==> config.mk <==
export PLATFORM = sky130hd
export DESIGN_NAME = bkd_ctrl
export DESIGN_NICKNAME = d
export VERILOG_FILES = /design/src/rtl/bkd_pkg.sv /design/src/rtl/bkd_bus_wait.sv /design/src/rtl/bkd_fields.sv /design/src/rtl/bkd_tick_sel.sv /design/src/rtl/bkd_ctrl.sv
export SDC_FILE = /design/constraint.sdc
export NUM_CORES = 1
export LEC_CHECK = 0
export ABC_CLOCK_PERIOD_IN_PS = 2100
export BUFFER_PORTS_ARGS = -buffer_cell sky130_fd_sc_hd__buf_2
export CAP_MARGIN = 40
export CORE_MARGIN = 1.5
export CORE_UTILIZATION = 39
export DETAILED_ROUTE_END_ITERATION = 12
export PLACE_DENSITY = 0.79
export SETUP_SLACK_MARGIN = 0.2
export SLEW_MARGIN = 25
export SYNTH_ARGS = -nofsm -noshare
export SYNTH_HDL_FRONTEND = slang
export SYNTH_SLANG_ARGS = --single-unit
==> constraint.sdc <==
create_clock -name clk -period 2.1 [get_ports clk]
set_clock_uncertainty 0.05 [all_clocks]
set_input_delay 0.42 -clock clk [delete_from_list [all_inputs] [get_ports clk]]
set_output_delay 0.42 -clock clk [all_outputs]
set_load 0.005 [all_outputs]
==> src/rtl/bkd_pkg.sv <==
`timescale 1ns/1ps
package bkd_pkg;
  localparam int unsigned REG_W     = 32;
  localparam int unsigned POS_EN    = 0;
  localparam int unsigned POS_RDY   = 1;
  localparam int unsigned POS_BYP   = 2;
  localparam int unsigned POS_SRC   = 8;
  localparam int unsigned POS_RTCEN = 15;
  localparam int unsigned POS_SWRST = 16;

  typedef enum logic [1:0] {
    SRC_NONE   = 2'b00,
    SRC_LS_EXT = 2'b01,
    SRC_LS_INT = 2'b10,
    SRC_HS_DIV = 2'b11
  } rtc_src_e;

  typedef struct packed {
    logic     swrst;
    logic     rtc_en;
    rtc_src_e src;
    logic     byp;
    logic     rdy;
    logic     en;
  } bkd_img_t;

  // Place the fields into the 32-bit read image; all other bits stay 0.
  function automatic logic [REG_W-1:0] pack_image(input bkd_img_t f);
    logic [REG_W-1:0] w;
    w = '0;
    w[POS_EN]       = f.en;
    w[POS_RDY]      = f.rdy;
    w[POS_BYP]      = f.byp;
    w[POS_SRC +: 2] = f.src;
    w[POS_RTCEN]    = f.rtc_en;
    w[POS_SWRST]    = f.swrst;
    return w;
  endfunction

  // Byte lane that carries a given bit position.
  function automatic logic lane_on(input logic [3:0] be, input int unsigned pos);
    return be[pos / 8];
  endfunction

  // The selector accepts a value only while still empty.
  function automatic logic src_open(input rtc_src_e cur);
    return cur == SRC_NONE;
  endfunction

  // Pick the tick for the chosen source.
  function automatic logic pick_tick(input rtc_src_e s, input logic t_ext,
                                     input logic t_int, input logic t_div);
    case (s)
      SRC_LS_EXT: return t_ext;
      SRC_LS_INT: return t_int;
      SRC_HS_DIV: return t_div;
      default:    return 1'b0;
    endcase
  endfunction
endpackage

==> src/rtl/bkd_bus_wait.sv <==
`timescale 1ns/1ps
module bkd_bus_wait #(
  parameter int unsigned WAIT_CYC = 2
) (
  input  logic clk,
  input  logic rst_n,
  input  logic acc_sel,
  input  logic acc_hit,
  output logic ready,
  output logic acc_done,
  output logic wait_start
);
  generate
    if (WAIT_CYC == 0) begin : g_nowait
      logic unused_nw;
      assign unused_nw  = clk ^ rst_n;
      assign ready      = acc_sel;
      assign acc_done   = acc_sel && acc_hit;
      assign wait_start = 1'b0;
    end else begin : g_wait
      localparam int unsigned CW = $clog2(WAIT_CYC + 1);
      logic          done_q;
      logic          in_wait;
      logic [CW-1:0] wcnt;
      logic          hold;

      // Back-to-back hit: previous cycle completed an access to this register.
      assign wait_start = acc_sel && acc_hit && done_q && !in_wait;
      assign hold       = in_wait && (wcnt != '0);
      assign ready      = acc_sel && !wait_start && !hold;
      assign acc_done   = ready && acc_hit;

      always_ff @(posedge clk or negedge rst_n) begin
        if (!rst_n) begin
          done_q  <= 1'b0;
          in_wait <= 1'b0;
          wcnt    <= '0;
        end else begin
          done_q <= acc_done;
          if (wait_start) begin
            in_wait <= 1'b1;
            wcnt    <= CW'(WAIT_CYC - 1);
          end else if (hold) begin
            wcnt <= wcnt - 1'b1;
          end else if (acc_done) begin
            in_wait <= 1'b0;
          end
        end
      end
    end
  endgenerate
endmodule

==> src/rtl/bkd_fields.sv <==
`timescale 1ns/1ps
module bkd_fields
  import bkd_pkg::*;
#(
  parameter int unsigned SYNC_STAGES = 2
) (
  input  logic        clk,
  input  logic        rst_n,
  input  logic        wr_en,
  input  logic [31:0] wdata,
  input  logic [3:0]  be,
  input  logic        wp_release,
  input  logic        osc_rdy_async,
  output bkd_img_t    img
);
  logic                   en_q;
  logic                   byp_q;
  logic                   rtcen_q;
  logic                   swrst_q;
  rtc_src_e               src_q;
  logic [SYNC_STAGES-1:0] sync_q;

  logic wr_lo;
  logic wr_mid;
  logic wr_rst;
  logic unused_wdata;

  assign wr_lo  = wr_en && lane_on(be, POS_EN) && wp_release;
  assign wr_mid = wr_en && lane_on(be, POS_RTCEN) && wp_release;
  assign wr_rst = wr_en && lane_on(be, POS_SWRST);

  assign unused_wdata = ^{wdata[31:17], wdata[14:10], wdata[7:3], wdata[POS_RDY], be[3]};

  always_ff @(posedge clk or negedge rst_n) begin
    if (!rst_n) begin
      en_q    <= 1'b0;
      byp_q   <= 1'b0;
      rtcen_q <= 1'b0;
      swrst_q <= 1'b0;
      src_q   <= SRC_NONE;
      sync_q  <= '0;
    end else begin
      sync_q <= (sync_q << 1) | SYNC_STAGES'(osc_rdy_async);
      if (swrst_q) begin
        en_q    <= 1'b0;
        byp_q   <= 1'b0;
        rtcen_q <= 1'b0;
        src_q   <= SRC_NONE;
      end else begin
        if (wr_lo) begin
          en_q <= wdata[POS_EN];
          if (!en_q) byp_q <= wdata[POS_BYP];
        end
        if (wr_mid) begin
          rtcen_q <= wdata[POS_RTCEN];
          if (src_open(src_q)) src_q <= rtc_src_e'(wdata[POS_SRC +: 2]);
        end
      end
      if (wr_rst) swrst_q <= wdata[POS_SWRST];
    end
  end

  assign img.en     = en_q;
  assign img.rdy    = sync_q[SYNC_STAGES-1] & en_q;
  assign img.byp    = byp_q;
  assign img.src    = src_q;
  assign img.rtc_en = rtcen_q;
  assign img.swrst  = swrst_q;
endmodule

==> src/rtl/bkd_tick_sel.sv <==
`timescale 1ns/1ps
module bkd_tick_sel
  import bkd_pkg::*;
#(
  parameter int unsigned DIV_W = 7
) (
  input  logic     clk,
  input  logic     rst_n,
  input  logic     hs_tick,
  input  logic     ls_ext_tick,
  input  logic     ls_int_tick,
  input  rtc_src_e src,
  input  logic     rtc_en,
  output logic     tick_o,
  output logic     div_pulse
);
  logic [DIV_W-1:0] div_q;

  assign div_pulse = hs_tick && (div_q == '1);

  always_ff @(posedge clk or negedge rst_n) begin
    if (!rst_n) begin
      div_q  <= '0;
      tick_o <= 1'b0;
    end else begin
      if (hs_tick) div_q <= div_q + 1'b1;
      tick_o <= rtc_en && pick_tick(src, ls_ext_tick, ls_int_tick, div_pulse);
    end
  end
endmodule

==> src/rtl/bkd_ctrl.sv <==
`timescale 1ns/1ps
module bkd_ctrl
  import bkd_pkg::*;
#(
  parameter int unsigned ADDR_W      = 8,
  parameter int unsigned REG_OFFSET  = 32'h20,
  parameter int unsigned WAIT_CYC    = 2,
  parameter int unsigned SYNC_STAGES = 2,
  parameter int unsigned DIV_W       = 7
) (
  input  logic              clk,
  input  logic              rst_sys_n,
  input  logic              rst_bkd_n,
  input  logic              bus_sel,
  input  logic              bus_wr,
  input  logic [ADDR_W-1:0] bus_addr,
  input  logic [31:0]       bus_wdata,
  input  logic [3:0]        bus_be,
  output logic [31:0]       bus_rdata,
  output logic              bus_ready,
  input  logic              wp_release,
  input  logic              osc_rdy_in,
  input  logic              hs_tick_in,
  input  logic              ls_ext_tick_in,
  input  logic              ls_int_tick_in,
  output logic              osc_en_o,
  output logic              osc_byp_o,
  output logic [1:0]        rtc_src_o,
  output logic              rtc_en_o,
  output logic              dom_rst_o,
  output logic              rtc_tick_o
);
  localparam int unsigned        WORD_W   = ADDR_W - 2;
  localparam logic [WORD_W-1:0]  REG_WORD = WORD_W'(REG_OFFSET >> 2);

  logic     acc_hit;
  logic     acc_done;
  logic     wait_start;
  logic     wr_en;
  logic     div_pulse;
  logic     unused_top;
  bkd_img_t img;

  assign acc_hit    = bus_sel && (bus_addr[ADDR_W-1:2] == REG_WORD);
  assign wr_en      = acc_done && bus_wr;
  assign unused_top = ^bus_addr[1:0];

  bkd_bus_wait #(.WAIT_CYC(WAIT_CYC)) u_wait (
    .clk        (clk),
    .rst_n      (rst_sys_n),
    .acc_sel    (bus_sel),
    .acc_hit    (acc_hit),
    .ready      (bus_ready),
    .acc_done   (acc_done),
    .wait_start (wait_start)
  );

  bkd_fields #(.SYNC_STAGES(SYNC_STAGES)) u_fields (
    .clk           (clk),
    .rst_n         (rst_bkd_n),
    .wr_en         (wr_en),
    .wdata         (bus_wdata),
    .be            (bus_be),
    .wp_release    (wp_release),
    .osc_rdy_async (osc_rdy_in),
    .img           (img)
  );

  bkd_tick_sel #(.DIV_W(DIV_W)) u_tick (
    .clk         (clk),
    .rst_n       (rst_bkd_n),
    .hs_tick     (hs_tick_in),
    .ls_ext_tick (ls_ext_tick_in),
    .ls_int_tick (ls_int_tick_in),
    .src         (img.src),
    .rtc_en      (img.rtc_en),
    .tick_o      (rtc_tick_o),
    .div_pulse   (div_pulse)
  );

  assign bus_rdata = acc_hit ? pack_image(img) : '0;
  assign osc_en_o  = img.en;
  assign osc_byp_o = img.byp;
  assign rtc_src_o = img.src;
  assign rtc_en_o  = img.rtc_en;
  assign dom_rst_o = img.swrst;
endmodule

Word-level counts from Yosys, hierarchy flattened
Index checks and enable logic that the tools add are counted.

Output and inout bits: 40. Register bits: 20.

Bitwise operators: 2. Equal/unequal tests: 7. Add/sub/neg operators: 2. Reductions and logical operators: 29. Multiplexer cells: 17.

Operators by type and width (number): 17-bit two-way mux (1); 1-bit logical AND (16); 2-bit nonzero test (6); 1-bit two-way mux (10); 2-bit two-way mux (5); 7-bit by 1-bit adder with 7-bit output, second input constant (1); 7-bit equality test, second input constant (1); 6-bit by 4-bit equality test with 1-bit output, second input constant (1); 2-bit AND reduction (3); 2-bit equality test, second input constant (2); 1-bit zero test (3); 1-bit case mux with 3 select lines (1); 2-bit by 1-bit equality test with 1-bit output, second input constant (1); 2-bit zero test (1); 2-bit by 1-bit inequality test with 1-bit output, second input constant (1); 2-bit inequality test, second input constant (1); 2-bit by 1-bit bitwise OR with 2-bit output (1); 2-bit by 1-bit subtractor with 2-bit output, second input constant (1); 1-bit bitwise AND (1).

Logic depth before layout (Yosys ltp)
Gate-level depths: netlist of the first run.

Depth after elaboration: 14. Mapped depth: 6. Depth with buffers taken out: 6.

By module
From an unflattened synthesis of the first run, not the netlist that was laid out.

Cell total of the unflattened synthesis: 125. Area total of the unflattened synthesis: 1286.2 µm².

Modules (own cells, without submodules): bkd_fields (times used 1, sequential area each 200.2 µm², area an instance 397.9 µm², cells each 33); bkd_tick_sel (times used 1, sequential area each 200.2 µm², area an instance 354.1 µm², cells each 31); bkd_ctrl (times used 1, sequential area each 0.0 µm², area an instance 299.0 µm², cells each 37); bkd_bus_wait (times used 1, sequential area each 100.1 µm², area an instance 235.2 µm², cells each 24).

Least setup slack after synthesis of the first run
Ideal clock, no wire load.

Path type: input port to output port. Start: input port bus_addr[3]. End: output port bus_rdata[1]. Setup slack: 0.113 ns. Stages: 4. Arrival time: 1.517 ns. Path buffers: 0. Path through: or4b_4 -> nor2_8 -> and3_2 -> and2_1.

Longest elaborated chain between the ends: 3.

Ends and longest elaborated chain: start, declared (RTL line bkd_ctrl.sv:16) `input logic [ADDR_W-1:0] bus_addr,`; 6-bit by 4-bit equality test with 1-bit output (RTL line bkd_ctrl.sv:44) `assign acc_hit = bus_sel && (bus_addr[ADDR_W-1:2] == REG_WORD);`; 1-bit logical AND (RTL line bkd_ctrl.sv:44); 17-bit two-way mux (RTL line bkd_ctrl.sv:81) `assign bus_rdata = acc_hit ? pack_image(img) : '0;`; end, declared (RTL line bkd_ctrl.sv:19) `output logic [31:0] bus_rdata,`.

No other way between the ends.

Worst setup path after layout of the first run
Start: input port bus_addr[4]. End: output port bus_rdata[1].

Same word-level chain as after synthesis.

==> results of run 1 <==
-- power groups by stage --
stage	logic (mW)	clock network [mW]	registers [mW]
3_3_place_gp	0.346	0	0.564
6_report	0.401	0.225	0.563
3_5_place_dp	0.366	0	0.568
2_1_floorplan	0.312	0	0.551
5_1_grt	0.455	0.245	0.572
4_1_cts	0.390	0.228	0.560
-- timing repair --
item	CTS	global route
endpoints found under the hold margin	20	0
pin swaps	3	0
resized for setup	7	9
endpoints found under the setup margin	10	13
setup buffers	4	2
hold buffers	2	0
cloned	0	0
-- state kept, by name (all words and copies together), names as in the netlist --
| signal | flops |
|---|---|
| u_tick.tick_o | 1 |
| u_wait.g_wait.wcnt | 2 |
| u_fields.byp_q | 1 |
| u_wait.g_wait.done_q | 1 |
| u_wait.g_wait.in_wait | 1 |
| u_fields.swrst_q | 1 |
| u_fields.src_q | 2 |
| u_tick.div_q | 7 |
| u_fields.rtcen_q | 1 |
| u_fields.sync_q | 2 |
| u_fields.en_q | 1 |
-- stage by stage --
step	hold WS, ns	std cells
2_1_floorplan	0.0744	143
3_3_place_gp	0.182	203
3_5_place_dp	0.178	203
4_1_cts	0.161	213
5_1_grt	0.147	215
6_report	0.169	215
-- worst max-delay path, cell delays in order --
cell    delay (ns)
buf_6         0.09
or4b_4        0.57
nor2_8        0.15
and3_4        0.20
and2_4        0.13
buf_6         0.08
-- cell type report --
| cell class | instances | area share, % |
|---|---|---|
| inverter | 5 | 1.18 |
| clock buffer | 4 | 2.29 |
| multi-input combinational | 92 | 41.6 |
| tap | 44 | 3.47 |
| timing repair buffer | 50 | 19.9 |
| sequential | 20 | 31.5 |
-- cell usage after synthesis --
| master | count | area share (%) |
|---|---|---|
| nand3_1 | 2 | 0.82 |
| a22o_1 | 1 | 0.72 |
| dfrtp_1 | 20 | 41 |
| a41oi_1 | 1 | 0.72 |
| nor2_8 | 1 | 1.6 |
| mux2_1 | 1 | 0.92 |
| conb_1 | 1 | 0.31 |
| nor2b_1 | 1 | 0.51 |
| a2111oi_4 | 2 | 4.5 |
| a2bb2oi_1 | 1 | 0.72 |
| or4b_1 | 1 | 0.82 |
| or4b_4 | 1 | 1.1 |
| nand4_1 | 5 | 2.6 |
| and2_1 | 2 | 1.0 |
| mux2i_1 | 3 | 2.5 |
| ha_1 | 2 | 2.0 |
| clkbuf_2 | 1 | 0.41 |
| nand2_1 | 8 | 2.5 |
| inv_1 | 5 | 1.5 |
| mux2_2 | 1 | 0.92 |
| a31oi_1 | 4 | 2.0 |
| o21ai_0 | 3 | 1.2 |
| or2_2 | 2 | 1.0 |
| xor2_1 | 3 | 2.1 |
| xnor2_1 | 4 | 2.9 |
| and3_2 | 5 | 3.1 |
| a2111oi_2 | 1 | 1.2 |
| nand3b_1 | 1 | 0.61 |
| buf_4 | 25 | 15 |
| nor2_1 | 11 | 3.4 |
-- metal layers --
layer  GRT usage [%]  vias to the layer above
met4            2.92                        0
met2            24.6                       51
li1                -                      465
met1            19.2                      446
met5               0                        -
met3            3.06                        2
-- cell families (layout without fill, tap and decap cells) --
group | Yosys count | after routing | synth area share, %
and+or+nand+nor | 40 | 40 | 19.0
buffers and inverters | 31 | 59 | 17.3
DFF | 20 | 20 | 40.9
AOI/OAI and AO/OA | 13 | 13 | 11.1
xor gates and xnor gates | 7 | 7 | 5.01
muxes | 5 | 5 | 4.29
adders and majority gates | 2 | 2 | 2.04
other | 1 | 25 | 0.306
-- final timing paths --
path                       slack (ns)  depth (start not counted)                     to                   from
max                             -0.01                          6           bus_rdata[1]            bus_addr[4]
min                              0.17                          1     u_fields.sync_q[0]             osc_rdy_in
max reg2reg                      0.35                          7      u_fields.src_q[1]  u_wait.g_wait.wcnt[0]
min reg2reg                      0.34                          0     u_fields.sync_q[1]     u_fields.sync_q[0]
max in group asynchronous        1.25                          2      u_fields.src_q[1]              rst_bkd_n
min in group asynchronous        0.39                          2  u_wait.g_wait.wcnt[0]              rst_sys_n
==> summary.md, run 1 <==
| Metric | Value |
|---|---|
| IO Pins | `94` |
| Final HPWL DP | `1840 µm` |
| Post-layout instance area | `1590 µm²` |
| Clock Latency Late Sink | `0.30 ns` |
| Row count | `20` |
| Slack of the critical path | `-0.0127 ns` |
| Net Sw Frac | `34.6%` |
| Cells after synthesis | `119` |
| Area of the multi-input gates | `661 µm²` |
| DRT Pass-1 Iters | `4` |
| Initial antenna violation count | `0` |
| Run status | `complete, but fails checks` |
| Hold Crit Class | `in -> reg` |
| Antenna viol nets, final | `0` |
| Met3 Wirelength | `194 µm` |
| Final Core Density | `52.4%` |
| WL met2 | `1250 µm` |
| Synthesis-to-layout area growth | `29.7%` |
| Sequential power share | `47.4%` |
| Startpoint Class | `input port` |
| Max layer used | `met4` |
| DR iter-0 viols | `13` |
| Critical Path RT | `1.63 ns` |
| Layout cells sized above 1 | `42.1%` |
| Largest net degree at the start of global routing | `17` |
| DRC errors left | `0` |
| CTS buffer count | `3` |
| ANT cells | `0` |
| Clk sinks | `20` |
| Initial Utilization | `40.4%` |
| GR Overflow Total | `0` |
| Maximum vdd ir drop | `669 µV` |
| DIE HEIGHT | `59.0 µm` |
| Leading cell type in the layout, fill and taps excluded | `buf_2` |
| Dpl cell area | `1400 µm²` |
| Combinational share of power | `33.7%` |
| H-tree depth | `1` |
| Worst endpoint data arrival time | `1.64 ns` |
| Global-route usage over all layers | `14.5%` |
| Sequential cell area | `500 µm²` |
| Routability cong. | `0.675` |
| Critical path class | `in -> out` |
| Dpl ws | `-0.00107 ns` |
| TritonCTS clock tree | `yes` |
| RSZ-0062 raised after global routing | `yes` |
| Root buf cell | `clkbuf_4` |
| Failing checks | `setup timing` |
| Routed length on met1 | `1080 µm` |
| Clock buffer depth | `2` |
| Max Cap Viol | `0` |
| Leakage | `0.804 nW` |
| Fill cell count | `285` |
| Clk pwr share | `18.9%` |
| Synth Register Bits | `20` |
| First-pass GRT wire length | `3880 µm` |
| WL/cell | `11.8 µm` |
| Number of I/O port buffers | `39` |
| Clock transition at the registers of the reported paths | `0.12 ns` |
| Die area | `3480 µm²` |
| Final hold violation count | `0` |
| Minimum clock period | `2.11 ns` |
| Routed WL | `2530 µm` |
| Critical path endpoint category | `primary output` |
| Fin nets | `228` |
| Via-to-Cell Ratio | `4.48` |
| Cell Int Power | `0.778 mW` |
| Fmax achieved | `473 MHz` |
| Critical path fanouts, max | `6` |
| # setup viols final | `1` |
| Setup TNS | `-0.0127 ns` |
| Overall Power | `1.19 mW` |
| Register area share after synthesis | `40.9%` |
| Ys Warns | `0` |
| Cell Area, Synth | `1220 µm²` |
| Most frequent cells in the layout | `buf_2, conb_1, dfrtp_1, nor2_1, buf_4` |
| Cell variety after synth | `30` |
| DR vias | `964` |
| Die width | `59.0 µm` |
| Core box area | `3030 µm²` |
| Average cell area after synthesis | `10.3 µm²` |
| Switch Pwr | `0.411 mW` |
| Power per Cell Area | `749 nW/µm²` |
| Vias in the first global route | `889` |
| Max-slew violations | `0` |
| Period utilization | `101%` |
Power figures use the tool's default switching activity.
==> run 2: changes to the inputs <==
--- a/config.mk
+++ b/config.mk
@@ -12,6 +12,7 @@
 export CORE_UTILIZATION = 39
 export DETAILED_ROUTE_END_ITERATION = 12
 export PLACE_DENSITY = 0.79
+export RECOVER_POWER = 50
 export SETUP_SLACK_MARGIN = 0.2
 export SLEW_MARGIN = 25
 export SYNTH_ARGS = -nofsm -noshare
==> summary.md, run 2 (synthesis gave the netlist of run 1 again) <==
| Metric | Value |
|---|---|
| Run status | `complete, but fails checks` |
| Failing checks | `setup timing` |
| Via-to-Cell Ratio | `4.51 (+0.62%)` |
| DRC errors left | `0 (unchanged)` |
| Global-route usage over all layers | `14.5% (unchanged)` |
| # setup viols final | `1 (unchanged)` |
| Setup TNS | `-0.0126 ns (+0.000142 ns)` |
| Startpoint Class | `input port` |
| ANT cells | `0 (unchanged)` |
| Root buf cell | `clkbuf_4` |
| Power per Cell Area | `752 nW/µm² (+0.36%)` |
| Maximum vdd ir drop | `669 µV (about the same)` |
| IO Pins | `94 (unchanged)` |
| Final hold violation count | `0 (unchanged)` |
| Critical Path RT | `1.63 ns (about the same)` |
| Leading cell type in the layout, fill and taps excluded | `buf_2` |
| Hold Crit Class | `in -> reg` |
| CTS buffer count | `3 (unchanged)` |
| Slack of the critical path | `-0.0126 ns (+0.000142 ns)` |
| Largest net degree at the start of global routing | `17 (unchanged)` |
| Clk sinks | `20 (unchanged)` |
| DIE HEIGHT | `59.0 µm (unchanged)` |
| Worst slew pin tran | `0.859 ns` |
| Worst path buffer plus inverter count | `2 (unchanged)` |
| DR vias | `970 (+0.62%)` |
| Core box area | `3030 µm² (unchanged)` |
| Routed WL | `2530 µm (unchanged)` |
| Largest reg by FF count | `u_tick.div_q` |
| Leakage | `0.798 nW (-0.69%)` |
| Top cell family by delay on the critical path | `simple AND/OR/NAND/NOR gates` |
| Minimum clock period | `2.11 ns (-0.000142 ns)` |
| Clock transition at the registers of the reported paths | `0.12 ns (about the same)` |
| Slew margin rel. | `42.7%` |
| Clock Latency Late Sink | `0.30 ns (about the same)` |
| Period utilization | `101% (about the same)` |
| Row count | `20 (unchanged)` |
| RSZ-0062 raised after global routing | `yes` |
| Crit-path cells | `buf_6, or4b_4, nor2_8, and3_4, and2_4, buf_6` |
| Final HPWL DP | `1840 µm (unchanged)` |
| Layout cells sized above 1 | `40.9% (-1.2 points)` |
| Worst endpoint data arrival time | `1.64 ns (about the same)` |
| Critical path endpoint category | `primary output` |
| Critical Path Sink | `bus_rdata[1]` |
| Die width | `59.0 µm (unchanged)` |
| Worst R2R End | `u_fields.src_q[1]` |
| Initial antenna violation count | `0 (unchanged)` |
| H-tree depth | `1 (unchanged)` |
| Max-slew violations | `0 (unchanged)` |
| Synthesis-to-layout area growth | `29.4%` |
| Crit path launch | `bus_addr[4]` |
| Antenna viol nets, final | `0 (unchanged)` |
| Final Core Density | `52.3% (-0.083 points)` |
| Largest register FFs | `7 (unchanged)` |
| Routability cong. | `0.675 (unchanged)` |
| Critical path class | `in -> out` |
| Reg2reg setup slack | `0.35 ns (about the same)` |
| Fin nets | `228 (unchanged)` |
| DRT Pass-1 Iters | `4 (unchanged)` |
| Most used cell, CP | `buf_6` |
| WL/cell | `11.8 µm (unchanged)` |
| DR iter-0 viols | `15 (+2)` |
| Crit-path max cell delay | `0.57 ns (about the same)` |
| First-pass GRT wire length | `3880 µm (unchanged)` |
| CP max-delay cell | `or4b_4` |
| Fill cell count | `287 (+0.70%)` |
| Stages on the worst setup path | `6 (unchanged)` |
| Initial Utilization | `40.4% (unchanged)` |
| Fmax achieved | `473 MHz (about the same)` |
| Clock buffer depth | `2 (unchanged)` |
| TritonCTS clock tree | `yes` |
| Vias in the first global route | `889 (unchanged)` |
| GR Overflow Total | `0 (unchanged)` |
| Max Cap Viol | `0 (unchanged)` |
| Most frequent cells in the layout | `buf_2, conb_1, dfrtp_1, nor2_1, buf_4` |
| Critical path fanouts, max | `6 (unchanged)` |
| Die area | `3480 µm² (unchanged)` |
| Depth of the most critical reg-to-reg path | `7 (unchanged)` |
| Critical R2R Launch | `u_wait.g_wait.wcnt[0]` |
| Number of I/O port buffers | `39 (unchanged)` |
run 2: cell count changes in the layout (fill, tap and decap cells not counted), sizes merged:
cell    change
clkbuf      +2
buf         -2
run 2: where the power goes:
part | internal (mW) | switching (mW) | total, mW | leakage [nW]
combinational | 0.190 | 0.213 | 0.403 | 0.523
clock | 0.106 | 0.120 | 0.225 | 0.0210
sequential | 0.482 | 0.0807 | 0.563 | 0.254
run 2: worst min-delay path by stage:
stage	slack, ns	start	depth (start not counted)	to
final	0.17	osc_rdy_in	1	u_fields.sync_q[0]
after global routing	0.15	osc_rdy_in	1	u_fields.sync_q[0]
after CTS	0.16	osc_rdy_in	1	u_fields.sync_q[0]
after detailed placement	0.18	rst_sys_n	1	u_wait.g_wait.wcnt[0]
after global placement	0.18	rst_sys_n	1	u_wait.g_wait.wcnt[1]
after floorplan	0.07	rst_bkd_n	0	u_fields.byp_q
run 2: metrics by stage:
stage                     power, mW  hold slack [ns]  setup WS, ns  std cells  cell area [µm²]
after global placement        0.910            0.182       0.00501        203             1400
after CTS                      1.18            0.161       0.00569        213             1540
after detailed placement      0.934            0.178      -0.00107        203             1400
after floorplan               0.863           0.0744         0.149        143             1320
final                          1.19            0.168       -0.0126        215             1580
after global routing           1.27            0.147       -0.0481        215             1580
run 2: final cells by class:
class	instances	area (µm²)	share of cell area, %
tap	44	55.1	3.48
clock buffer	4	36.3	2.29
timing repair buffer	50	313	19.7
inverter	5	18.8	1.18
multi-input combinational	92	661	41.7
sequential	20	500	31.6
run 2: what timing repair did:
item / CTS / global route
pin swaps: 3 / 0
buffers inserted: 4 / 2
hold buffers: 2 / 0
gates resized for setup: 7 / 9
hold endpoints to repair: 20 / 0
setup endpoints to repair: 10 / 13
run 2: per-layer routing:
metal | wire length, µm | up-vias | share of wire [%] | GRT usage, %
met5 | 0 | - | 0 | 0
met4 | 9 | 0 | 0.36 | 2.92
met3 | 194 | 2 | 7.7 | 3.06
met2 | 1250 | 51 | 49 | 24.6
met1 | 1080 | 452 | 43 | 19.2
li1 | - | 465 | - | -
